## src/rtl/wdt_pkg.sv

```systemverilog
package wdt_pkg;

    typedef enum logic [1:0] {
        SRC_RC    = 2'b00,
        SRC_RTC   = 2'b01,
        SRC_INSTR = 2'b10,
        SRC_INSTB = 2'b11
    } wdt_src_e;

    typedef enum logic [1:0] {
        PAIR_NONE  = 2'b00,
        PAIR_GOT_A = 2'b01,
        PAIR_GOT_B = 2'b10
    } pair_state_e;

    typedef enum logic [1:0] {
        EV_QUIET = 2'b00,
        EV_CHIP  = 2'b01,
        EV_WARM  = 2'b10
    } ev_state_e;

endpackage

```

## src/rtl/wdt_tick_sel.sv

```systemverilog
module wdt_tick_sel
    import wdt_pkg::*;
#(
    parameter int INSTR_DIV = 4
) (
    input  logic       clk,
    input  logic       rst_n,
    input  logic [1:0] src,
    input  logic       rc_tick,
    input  logic       rtc_tick,
    input  logic       halted,
    output logic       tick
);

    localparam int PH_W = (INSTR_DIV > 1) ? $clog2(INSTR_DIV) : 1;
    localparam logic [PH_W-1:0] PH_LAST = PH_W'(INSTR_DIV - 1);

    logic [PH_W-1:0] phase;
    logic            instr_tick;

    // Instruction-tick phase: frozen while the core is halted.
    always_ff @(posedge clk or negedge rst_n) begin
        if (!rst_n) begin
            phase <= '0;
        end else if (!halted) begin
            phase <= (phase == PH_LAST) ? '0 : phase + 1'b1;
        end
    end

    assign instr_tick = !halted && (phase == PH_LAST);

    always_comb begin
        unique case (src)
            SRC_RC:    tick = rc_tick;
            SRC_RTC:   tick = rtc_tick;
            SRC_INSTR: tick = instr_tick;
            SRC_INSTB: tick = instr_tick;
            default:   tick = 1'b0;
        endcase
    end

    // the phase does not move while halted
    a_r10_phase_frozen: assert property (@(posedge clk) disable iff (!rst_n)
        halted |=> $stable(phase));

endmodule

```

## src/rtl/wdt_pair_clear.sv

```systemverilog
module wdt_pair_clear
    import wdt_pkg::*;
(
    input  logic clk,
    input  logic rst_n,
    input  logic enable,
    input  logic dual,
    input  logic clr_all,
    input  logic clr_a,
    input  logic clr_b,
    input  logic flush,
    output logic clear_hit
);

    pair_state_e state, nxt;

    always_ff @(posedge clk or negedge rst_n) begin
        if (!rst_n) state <= PAIR_NONE;
        else        state <= nxt;
    end

    always_comb begin
        clear_hit = 1'b0;
        nxt       = state;
        if (!enable) begin
            nxt = PAIR_NONE;
        end else begin
            if (!dual) begin
                clear_hit = clr_all;
            end else begin
                unique case (state)
                    PAIR_NONE: begin
                        if (clr_a && clr_b) clear_hit = 1'b1;
                        else if (clr_a)     nxt = PAIR_GOT_A;
                        else if (clr_b)     nxt = PAIR_GOT_B;
                    end
                    PAIR_GOT_A: if (clr_b) clear_hit = 1'b1;
                    PAIR_GOT_B: if (clr_a) clear_hit = 1'b1;
                    default:    nxt = PAIR_NONE;
                endcase
            end
            if (clear_hit || flush) nxt = PAIR_NONE;
        end
    end

    // a lone instruction completes a pair only if the other half was remembered
    a_r6_pair_needs_memory: assert property (@(posedge clk) disable iff (!rst_n)
        (dual && clear_hit && !(clr_a && clr_b)) |-> (state != PAIR_NONE));

    // the memory never survives a counter clear
    a_r6_memory_dropped: assert property (@(posedge clk) disable iff (!rst_n)
        (clear_hit || flush) |=> (state == PAIR_NONE));

endmodule

```

## src/rtl/wdt_count.sv

```systemverilog
module wdt_count #(
    parameter int DIV_BITS = 8,
    parameter int SEL_BITS = 3
) (
    input  logic                clk,
    input  logic                rst_n,
    input  logic                enable,
    input  logic                tick,
    input  logic                clear,
    input  logic [SEL_BITS-1:0] sel,
    output logic                ovf
);

    localparam int CNT_W = DIV_BITS + (1 << SEL_BITS) - 1;

    logic [CNT_W-1:0] cnt;
    logic [CNT_W-1:0] term_mask;
    logic             terminal;

    // Divider bits plus the prescaler bits chosen by sel form the active span.
    always_comb begin
        term_mask = '0;
        for (int i = 0; i < CNT_W; i++) begin
            if (i < DIV_BITS + int'(sel)) term_mask[i] = 1'b1;
        end
    end

    assign terminal = ((cnt & term_mask) == term_mask);
    assign ovf      = enable && tick && terminal && !clear;

    always_ff @(posedge clk or negedge rst_n) begin
        if (!rst_n) begin
            cnt <= '0;
        end else if (!enable || clear || ovf) begin
            cnt <= '0;
        end else if (tick) begin
            cnt <= cnt + 1'b1;
        end
    end

    // an accepted clear leaves the count at zero
    a_r5_clear_zeroes: assert property (@(posedge clk) disable iff (!rst_n)
        clear |=> (cnt == '0));

    // a disabled watchdog holds its count at zero
    a_r11_disabled_idle: assert property (@(posedge clk) disable iff (!rst_n)
        !enable |=> (cnt == '0));

    // without a tick the count holds
    a_r10_no_tick_hold: assert property (@(posedge clk) disable iff (!rst_n)
        (enable && !tick && !clear) |=> $stable(cnt));

endmodule

```

## src/rtl/wdt_core.sv

```systemverilog
module wdt_core
    import wdt_pkg::*;
#(
    parameter int          DIV_BITS   = 8,
    parameter int          SEL_BITS   = 3,
    parameter int          INSTR_DIV  = 4,
    parameter int          REG_W      = 8,
    parameter logic [7:0]  CTRL_RESET = 8'h07
) (
    input  logic             clk,
    input  logic             rst_n,
    input  logic             cfg_enable,
    input  logic             cfg_dual_clear,
    input  logic [1:0]       cfg_src,
    input  logic             rc_tick,
    input  logic             rtc_tick,
    input  logic             halted,
    input  logic             halt_exec,
    input  logic             clr_all,
    input  logic             clr_a,
    input  logic             clr_b,
    input  logic             reg_wr,
    input  logic [REG_W-1:0] reg_wdata,
    output logic [REG_W-1:0] reg_rdata,
    output logic             to_flag,
    output logic             chip_rst_req,
    output logic             warm_rst_req
);

    logic [REG_W-1:0] ctrl_q;
    logic             tick_w;
    logic             pair_hit;
    logic             halt_clr;
    logic             clear_cnt;
    logic             ovf_w;
    ev_state_e        ev_state, ev_next;

    // Control register: low bits select the prescaler, the rest are free flags.
    always_ff @(posedge clk or negedge rst_n) begin
        if (!rst_n)      ctrl_q <= REG_W'(CTRL_RESET);
        else if (reg_wr) ctrl_q <= reg_wdata;
    end
    assign reg_rdata = ctrl_q;

    assign halt_clr  = cfg_enable && halt_exec;
    assign clear_cnt = halt_clr || pair_hit;

    wdt_tick_sel #(.INSTR_DIV(INSTR_DIV)) u_tick (
        .clk      (clk),
        .rst_n    (rst_n),
        .src      (cfg_src),
        .rc_tick  (rc_tick),
        .rtc_tick (rtc_tick),
        .halted   (halted),
        .tick     (tick_w)
    );

    wdt_pair_clear u_pair (
        .clk       (clk),
        .rst_n     (rst_n),
        .enable    (cfg_enable),
        .dual      (cfg_dual_clear),
        .clr_all   (clr_all),
        .clr_a     (clr_a),
        .clr_b     (clr_b),
        .flush     (halt_clr || ovf_w),
        .clear_hit (pair_hit)
    );

    wdt_count #(.DIV_BITS(DIV_BITS), .SEL_BITS(SEL_BITS)) u_cnt (
        .clk    (clk),
        .rst_n  (rst_n),
        .enable (cfg_enable),
        .tick   (tick_w),
        .clear  (clear_cnt),
        .sel    (ctrl_q[SEL_BITS-1:0]),
        .ovf    (ovf_w)
    );

    // Request machine: state register
    always_ff @(posedge clk or negedge rst_n) begin
        if (!rst_n) ev_state <= EV_QUIET;
        else        ev_state <= ev_next;
    end

    // Request machine: next state
    always_comb begin
        ev_next = EV_QUIET;
        if (ovf_w) ev_next = halted ? EV_WARM : EV_CHIP;
    end

    // Request machine: outputs
    always_comb begin
        chip_rst_req = 1'b0;
        warm_rst_req = 1'b0;
        unique case (ev_state)
            EV_QUIET: ;
            EV_CHIP:  chip_rst_req = 1'b1;
            EV_WARM:  warm_rst_req = 1'b1;
            default:  ;
        endcase
    end

    // Timeout flag
    always_ff @(posedge clk or negedge rst_n) begin
        if (!rst_n)           to_flag <= 1'b0;
        else if (!cfg_enable) to_flag <= 1'b0;
        else if (ovf_w)       to_flag <= 1'b1;
        else if (clear_cnt)   to_flag <= 1'b0;
    end

    // a chip request follows an overflow seen while running
    a_r8_chip_when_running: assert property (@(posedge clk) disable iff (!rst_n)
        chip_rst_req |-> !$past(halted));

    // a warm request follows an overflow seen while halted
    a_r9_warm_when_halted: assert property (@(posedge clk) disable iff (!rst_n)
        warm_rst_req |-> $past(halted));

    // requests are single-cycle and never both at once
    a_r8_chip_pulse: assert property (@(posedge clk) disable iff (!rst_n)
        chip_rst_req |=> !chip_rst_req);
    a_r9_warm_pulse: assert property (@(posedge clk) disable iff (!rst_n)
        warm_rst_req |=> !warm_rst_req);
    a_r8_exclusive: assert property (@(posedge clk) disable iff (!rst_n)
        !(chip_rst_req && warm_rst_req));

    // the flag rises only together with a request
    a_r8_flag_with_req: assert property (@(posedge clk) disable iff (!rst_n)
        $rose(to_flag) |-> (chip_rst_req || warm_rst_req));

    // a disabled watchdog raises nothing
    a_r11_no_req_disabled: assert property (@(posedge clk) disable iff (!rst_n)
        !$past(cfg_enable) |-> !(chip_rst_req || warm_rst_req || to_flag));

endmodule

```

## config.mk

```make
export PLATFORM = sky130hd
export DESIGN_NAME = wdt_core
export DESIGN_NICKNAME = d
export VERILOG_FILES = /design/src/rtl/wdt_pkg.sv /design/src/rtl/wdt_tick_sel.sv /design/src/rtl/wdt_pair_clear.sv /design/src/rtl/wdt_count.sv /design/src/rtl/wdt_core.sv
export SDC_FILE = /design/constraint.sdc
export NUM_CORES = 1
export LEC_CHECK = 0
export ABC_CLOCK_PERIOD_IN_PS = 2200
export BUFFER_PORTS_ARGS = -buffer_cell sky130_fd_sc_hd__buf_4
export CAP_MARGIN = 10
export CELL_PAD_IN_SITES_DETAIL_PLACEMENT = 1
export CELL_PAD_IN_SITES_GLOBAL_PLACEMENT = 1
export CORE_MARGIN = 1.5
export CORE_UTILIZATION = 35
export CTS_CLUSTER_DIAMETER = 40
export DETAILED_ROUTE_END_ITERATION = 8
export PLACE_DENSITY_LB_ADDON = 0.1
export REMOVE_ABC_BUFFERS = 1
export SYNTH_ARGS = -nofsm -noshare
export SYNTH_HDL_FRONTEND = slang
export SYNTH_SLANG_ARGS = --single-unit
```

## constraint.sdc

```tcl
create_clock -name clk -period 2.2 [get_ports clk]
set_clock_uncertainty 0.1 [all_clocks]
set_input_delay 0.44 -clock clk [delete_from_list [all_inputs] [get_ports clk]]
set_output_delay 0.44 -clock clk [all_outputs]
set_load 0.01 [all_outputs]
```

After elaboration in Yosys (flattened, before gate mapping)

Cells that the tools add are included.
Widths: inputs -> output; s select.

Reduce and logical (&&, ||, !) cells: 20
Order comparisons: 15
Equal/unequal tests: 14
Muxes and demuxes: 40
Add/subtract/negate cells: 3
Bitwise operators: 1

Operator list:

| kind                  | number |
|---|---|
| $lt 5x32->1 const A   | 7 |
| $lt 4x32->1 const A   | 4 |
| $lt 3x32->1 const A   | 2 |
| $lt 2x32->1 const A   | 1 |
| $mux 15               | 2 |
| $mux 1                | 26 |
| $mux 2                | 9 |
| $add 15x1->15 const B | 1 |
| $and 15x15->15        | 1 |
| $eq 15x15->1          | 1 |
| $eq 2x2->1 const B    | 5 |
| $eq 2x1->1 const B    | 3 |
| $logic_and 1x1->1     | 6 |
| $ne 3x1->1 const B    | 2 |
| $pmux 1 s3            | 2 |
| $add 4x3->5 const A   | 1 |
| $logic_or 1x1->1      | 5 |
| $lt 1x5->1 const A    | 1 |
| $ne 5x4->1 const B    | 1 |
| $logic_not 2->1       | 2 |
| $ne 4x4->1 const B    | 1 |
| $pmux 2 s2            | 1 |
| $reduce_and 4->1      | 1 |
| $reduce_or 2->1       | 2 |
| 4 further kinds       | 6 |

Logic and storage cells: 99
Bits in registers: 30
Bits of input ports: 22
Output and inout port bits: 11

Depth between registers and ports, before layout

Depth in word-level cells: 13
Mapped depth: 8

Cells and area by module

From an unflattened synthesis, not the netlist that was laid out.

Cell total of the unflattened synthesis: 154
Area total of the unflattened synthesis: 1750.4 µm²

Modules (own cells, without submodules):

| module         | cells each | times used | area each (µm²) |
|---|---|---|---|
| wdt_count      | 91         | 1          | 937.1 |
| wdt_core       | 28         | 1          | 465.4 |
| wdt_pair_clear | 26         | 1          | 237.7 |
| wdt_tick_sel   | 9          | 1          | 110.1 |

Least setup slack after synthesis

No wires, ideal clock.

Path type: reg-to-reg
From: reg u_pair.state[0]
To: reg u_pair.state[1]
Cell stages (with the launch flop): 9
Slack: 0.327 ns
Period minus slack after synthesis: 1.873 ns
Arrival time: 1.652 ns
Required time: 1.979 ns
Library setup time: 0.121 ns
Cells stage by stage: dfrtp_1 > inv_1 > ha_1 > a21o_1 > a22oi_1 > o311ai_2 > o21bai_4 > buf_6 > nor2_1

Cells in the longest elaborated chain, start to end: 12
Elaborated cells on any way between the ends: 22
Those cells by class: eq/ne (6); mux (8); reduce/logical (8)

Ends and longest elaborated chain:

| element                                              | RTL line             | text |
|---|---|---|
| from (decl)                                          | wdt_pair_clear.sv:15 | `pair_state_e state, nxt;` |
| from (signal assigned)                               | wdt_pair_clear.sv:19 | `else state <= nxt;` |
| $eq 2x2->1, or another cell as far along             | wdt_pair_clear.sv:31 | `unique case (state)` |
| $pmux 1 s3                                           | wdt_pair_clear.sv:31 |  |
| $mux 1                                               | wdt_pair_clear.sv:28 | `if (!dual) begin` |
| $mux 1 (2 in a row)                                  | wdt_pair_clear.sv:25 | `if (!enable) begin` |
| $logic_or 1x1->1                                     | wdt_core.sv:46       | `assign clear_cnt = halt_clr \|\| pair_hit;` |
| $logic_not 1->1                                      | wdt_count.sv:29      | `assign ovf = enable && tick && terminal && !clear;` |
| $logic_and 1x1->1                                    | wdt_count.sv:29      |  |
| $logic_or 1x1->1                                     | wdt_core.sv:66       | `.flush (halt_clr \|\| ovf_w),` |
| $logic_or 1x1->1                                     | wdt_pair_clear.sv:42 | `if (clear_hit \|\| flush) nxt = PAIR_NONE;` |
| $ne 5x4->1 (no line), or another cell as far along   | --                   |  |
| $reduce_and 4->1 (no line) or $mux 2 (tied branches) | --                   |  |

Several ways; a longest one is shown, not always the timed one. The select of a mux whose other input is x is not followed.
A chain may end at the register's enable or synchronous reset.

Worst setup path after layout

From: reg u_pair.state[0]
To: reg ev_state[0]

Cells in the longest elaborated chain, start to end: 9
Elaborated cells on any way between the ends: 11
Those cells by class: eq/ne (2); mux (5); reduce/logical (4)

Ends and longest elaborated chain:

| element                                  | RTL line             | text |
|---|---|---|
| $eq 2x2->1, or another cell as far along | wdt_pair_clear.sv:31 |  |
| $pmux 1 s3 *                             | wdt_pair_clear.sv:31 |  |
| $mux 1 *                                 | wdt_pair_clear.sv:28 |  |
| $mux 1 * (2 in a row)                    | wdt_pair_clear.sv:25 |  |
| $logic_or 1x1->1 *                       | wdt_core.sv:46       |  |
| $logic_not 1->1 *                        | wdt_count.sv:29      |  |
| $logic_and 1x1->1 *                      | wdt_count.sv:29      |  |
| $mux 2 *                                 | wdt_core.sv:89       | `if (ovf_w) ev_next = halted ? EV_WARM : EV_CHIP;` |
| net ev_next[0]                           | wdt_core.sv:36       | `ev_state_e ev_state, ev_next;` |
| to (signal assigned)                     | wdt_core.sv:83       | `else ev_state <= ev_next;` |
| to (decl)                                | wdt_core.sv:36       |  |

The timed path passes the listed nets; every way through them passes the cells marked *. The select of a mux whose other input is x is not followed.

==> metrics.yaml <==
synth_top_cell_by_area: "dfrtp_1"
grt_overflow_total: 0
routedWlPerCell_um: 15.0
use_met2: 0.273
maxCapViolCount: 0
pin_count: 33
die_h_um: 70.6
startpoint: "u_pair.state[0]"
cp.required_ns: 2.27
arrival_ns: 2.03
internal_power_uw: 1010
clock_latency_ns: 0.28
die_w_um: 70.6
routed_wirelength_um: 3730
firstDrtPassIters: 4
critPathMaxFanout: 6
rsz0062_at_grt: "no"
remaining_drc_errors: 0
synth_compound_area_frac: 0.112
fmax_mhz: 511
syn_avg_cell_area_um2: 10.2
postRouteAntennaNets: 0
portBuffers: 32
dp_hpwl_um: 2750
grt_max_degree: 31
placed_cells: 239
p_leak_uw: 0.000885
synth_edf_count: 0
synth_common_cells: "dfrtp_1, nand2_1, nor2_1"
cts.clk_slew.worst_paths_ns: 0.07
netlist_instances: 157
vias: 1289
fill_cells: 508
antenna_found_initial: 0
initial_core_util: 0.365
crit_path_start_kind: "register"
vdd_drop_max_uv: 269
maxSlewViolCount: 0
switchingPower_uw: 328
grt_use_met1: 0.188
via_per_inst: 5.20
hold_violations: 0
synth_mux_area_frac: 0.0789
worstSetupEndpointType: "register"
comb_power_share: 0.151
p_per_area_nw_per_um2: 666
synth_flop_cell: "dfrtp_1"
min_period_ns: 1.96
setup_viol: 0
coreArea_um2: 4380
grt_pass1_vias: 1321
max_slew.worst_pin.slew_ns: 0.546
synth_top_family_by_area: "simple AND/OR/NAND/NOR gates"
power_frac_clock: 0.390
synth_seq_area_share: 0.471
outcome: "complete, no violations"
cts_inserted_buffers: 5
gp_congestion: 0.886
busiest_layer: "met2"
yosysTopAreaCellShare: 0.422
path_class: "reg -> reg"
dieArea_um2: 4990
final-instance-count-excl-fill: 248
relSlewSlack: 0.629
cts_setup_buffers: 0
synth_fa_ha_area_frac: 0.0469
synth_area_um2: 1600
fin_ws_ns: 0.245
timing.final.crit_share: 0.889
synthTopCellsByArea: "dfrtp_1, mux2_2, dfstp_2, ha_1, xnor2_1"
holdCritPathClass: "in -> reg"
synth-simple-area-share: 0.213
grt_pass1_wl_um: 6210
finalSetupTns_ns: 0
sequentialPowerShare: 0.459
fp-row-count: 24
diodes: 0
drive_above_1_share: 0.306
cts_tree: "done"
clk_path_buf_depth: 2
cts.sinks: 30
final_util: 0.460
synth_cell_types: 37
synth_xor_area_frac: 0.0492
grt_use_total: 0.160
synthArstFlopShare: 1.00
h-tree-depth: 2
synth-seq-cells: 30
dpl_worst_slack_ns: 0.241
final_nets: 223
yosysWarnings: 0
drtIter0Drc: 40
rr_startpoint: "u_pair.state[0]"
area_delta_synth_final_pct: 25.9
cts_root_buf: "clkbuf_8"
swShare: 0.245
synth.most_common_cell: "dfrtp_1"
worstHoldStart: "halted"
grt.met3_usage: 0.0427
==> per-stage QoR <==
step           hold WS (ns)  cell area, um^2  power (uW)
2_1_floorplan        0.0444             1580         732
3_3_place_gp          0.293             1900         818
3_5_place_dp          0.302             1900         834
4_1_cts               0.258             2020        1370
5_1_grt               0.267             2020        1410
6_report              0.267             2020        1340
==> power groups by stage <==
stage	clock, uW	combinational (uW)	sequential (uW)
global placement	0	195	623
detailed placement	0	207	627
CTS	545	209	617
floorplan	0	104	628
finish	524	203	616
global route	561	227	621
==> placed cells by master, fill, tap and decap left out, types with 3 or more instances in the layout <==
cell,netlist,layout
and3_1,4,4
xnor2_1,8,8
o21ai_0,5,5
nor2b_1,5,5
dfstp_2,3,3
clkbuf_8,0,8
a22oi_1,3,3
ha_1,6,6
nor3_1,6,6
buf_4,0,33
nor2_1,15,15
a21oi_1,3,3
inv_1,7,7
nand3_1,9,9
mux2_2,10,10
a31oi_1,5,5
nand2_1,16,16
dfrtp_1,27,27
==> worst max-delay path, stage by stage (launching register included) <==
cell and delay [ns]:
dfrtp_1 0.44, inv_1 0.09, ha_1 0.24, a21o_1 0.19
a22oi_1 0.17, o311ai_2 0.15, buf_4 0.19, nor4_1 0.28
==> registers in the layout, indices dropped and copies added (netlist names) <==
register      flops
reg_rdata         8
ev_state          2
to_flag           1
u_pair.state      2
u_cnt.cnt        15
u_tick.phase      2
==> metal layers <==
layer / wire, um / vias to the layer above / share of wire
met5: 0 / - / 0
met1: 1640 / 634 / 0.44
met3: 114 / 4 / 0.031
met2: 1910 / 21 / 0.51
li1: - / 630 / -
met4: 65 / 0 / 0.017
==> kinds of logic (layout without fill, tap and decap cells) <==
family / Yosys count / after routing
muxes: 11 / 11
buffers and inverters: 10 / 49
and+or+nand+nor: 67 / 67
adders and majority gates: 6 / 6
DFF: 30 / 30
xor gates and xnor gates: 9 / 9
AOI/OAI and AO/OA: 24 / 24
==> worst paths after layout <==
path	cells after the start	endpoint	slack, ns
max	7	ev_state[0]	0.24
min	2	ev_state[0]	0.27
max reg2reg	7	ev_state[0]	0.24
min reg2reg	2	u_cnt.cnt[14]	0.39
max in group asynchronous	2	reg_rdata[2]	1.15
min in group asynchronous	2	ev_state[0]	0.53
==> layout make-up <==
class	instances	area, um^2	area share
Sequential cell	30	754	0.374
Timing Repair Buffer	34	258	0.128
Inverter	7	26.3	0.0130
Multi-Input combinational cell	117	802	0.398
Clock buffer	8	110	0.0546
Tap cell	52	65.1	0.0323
==> timing repair <==
item                                   CTS  global route
hold buffers                             1             0
gates resized for setup                  0             0
endpoints found under the hold margin   27             0
Note: power is estimated with default switching activity, not from simulation.
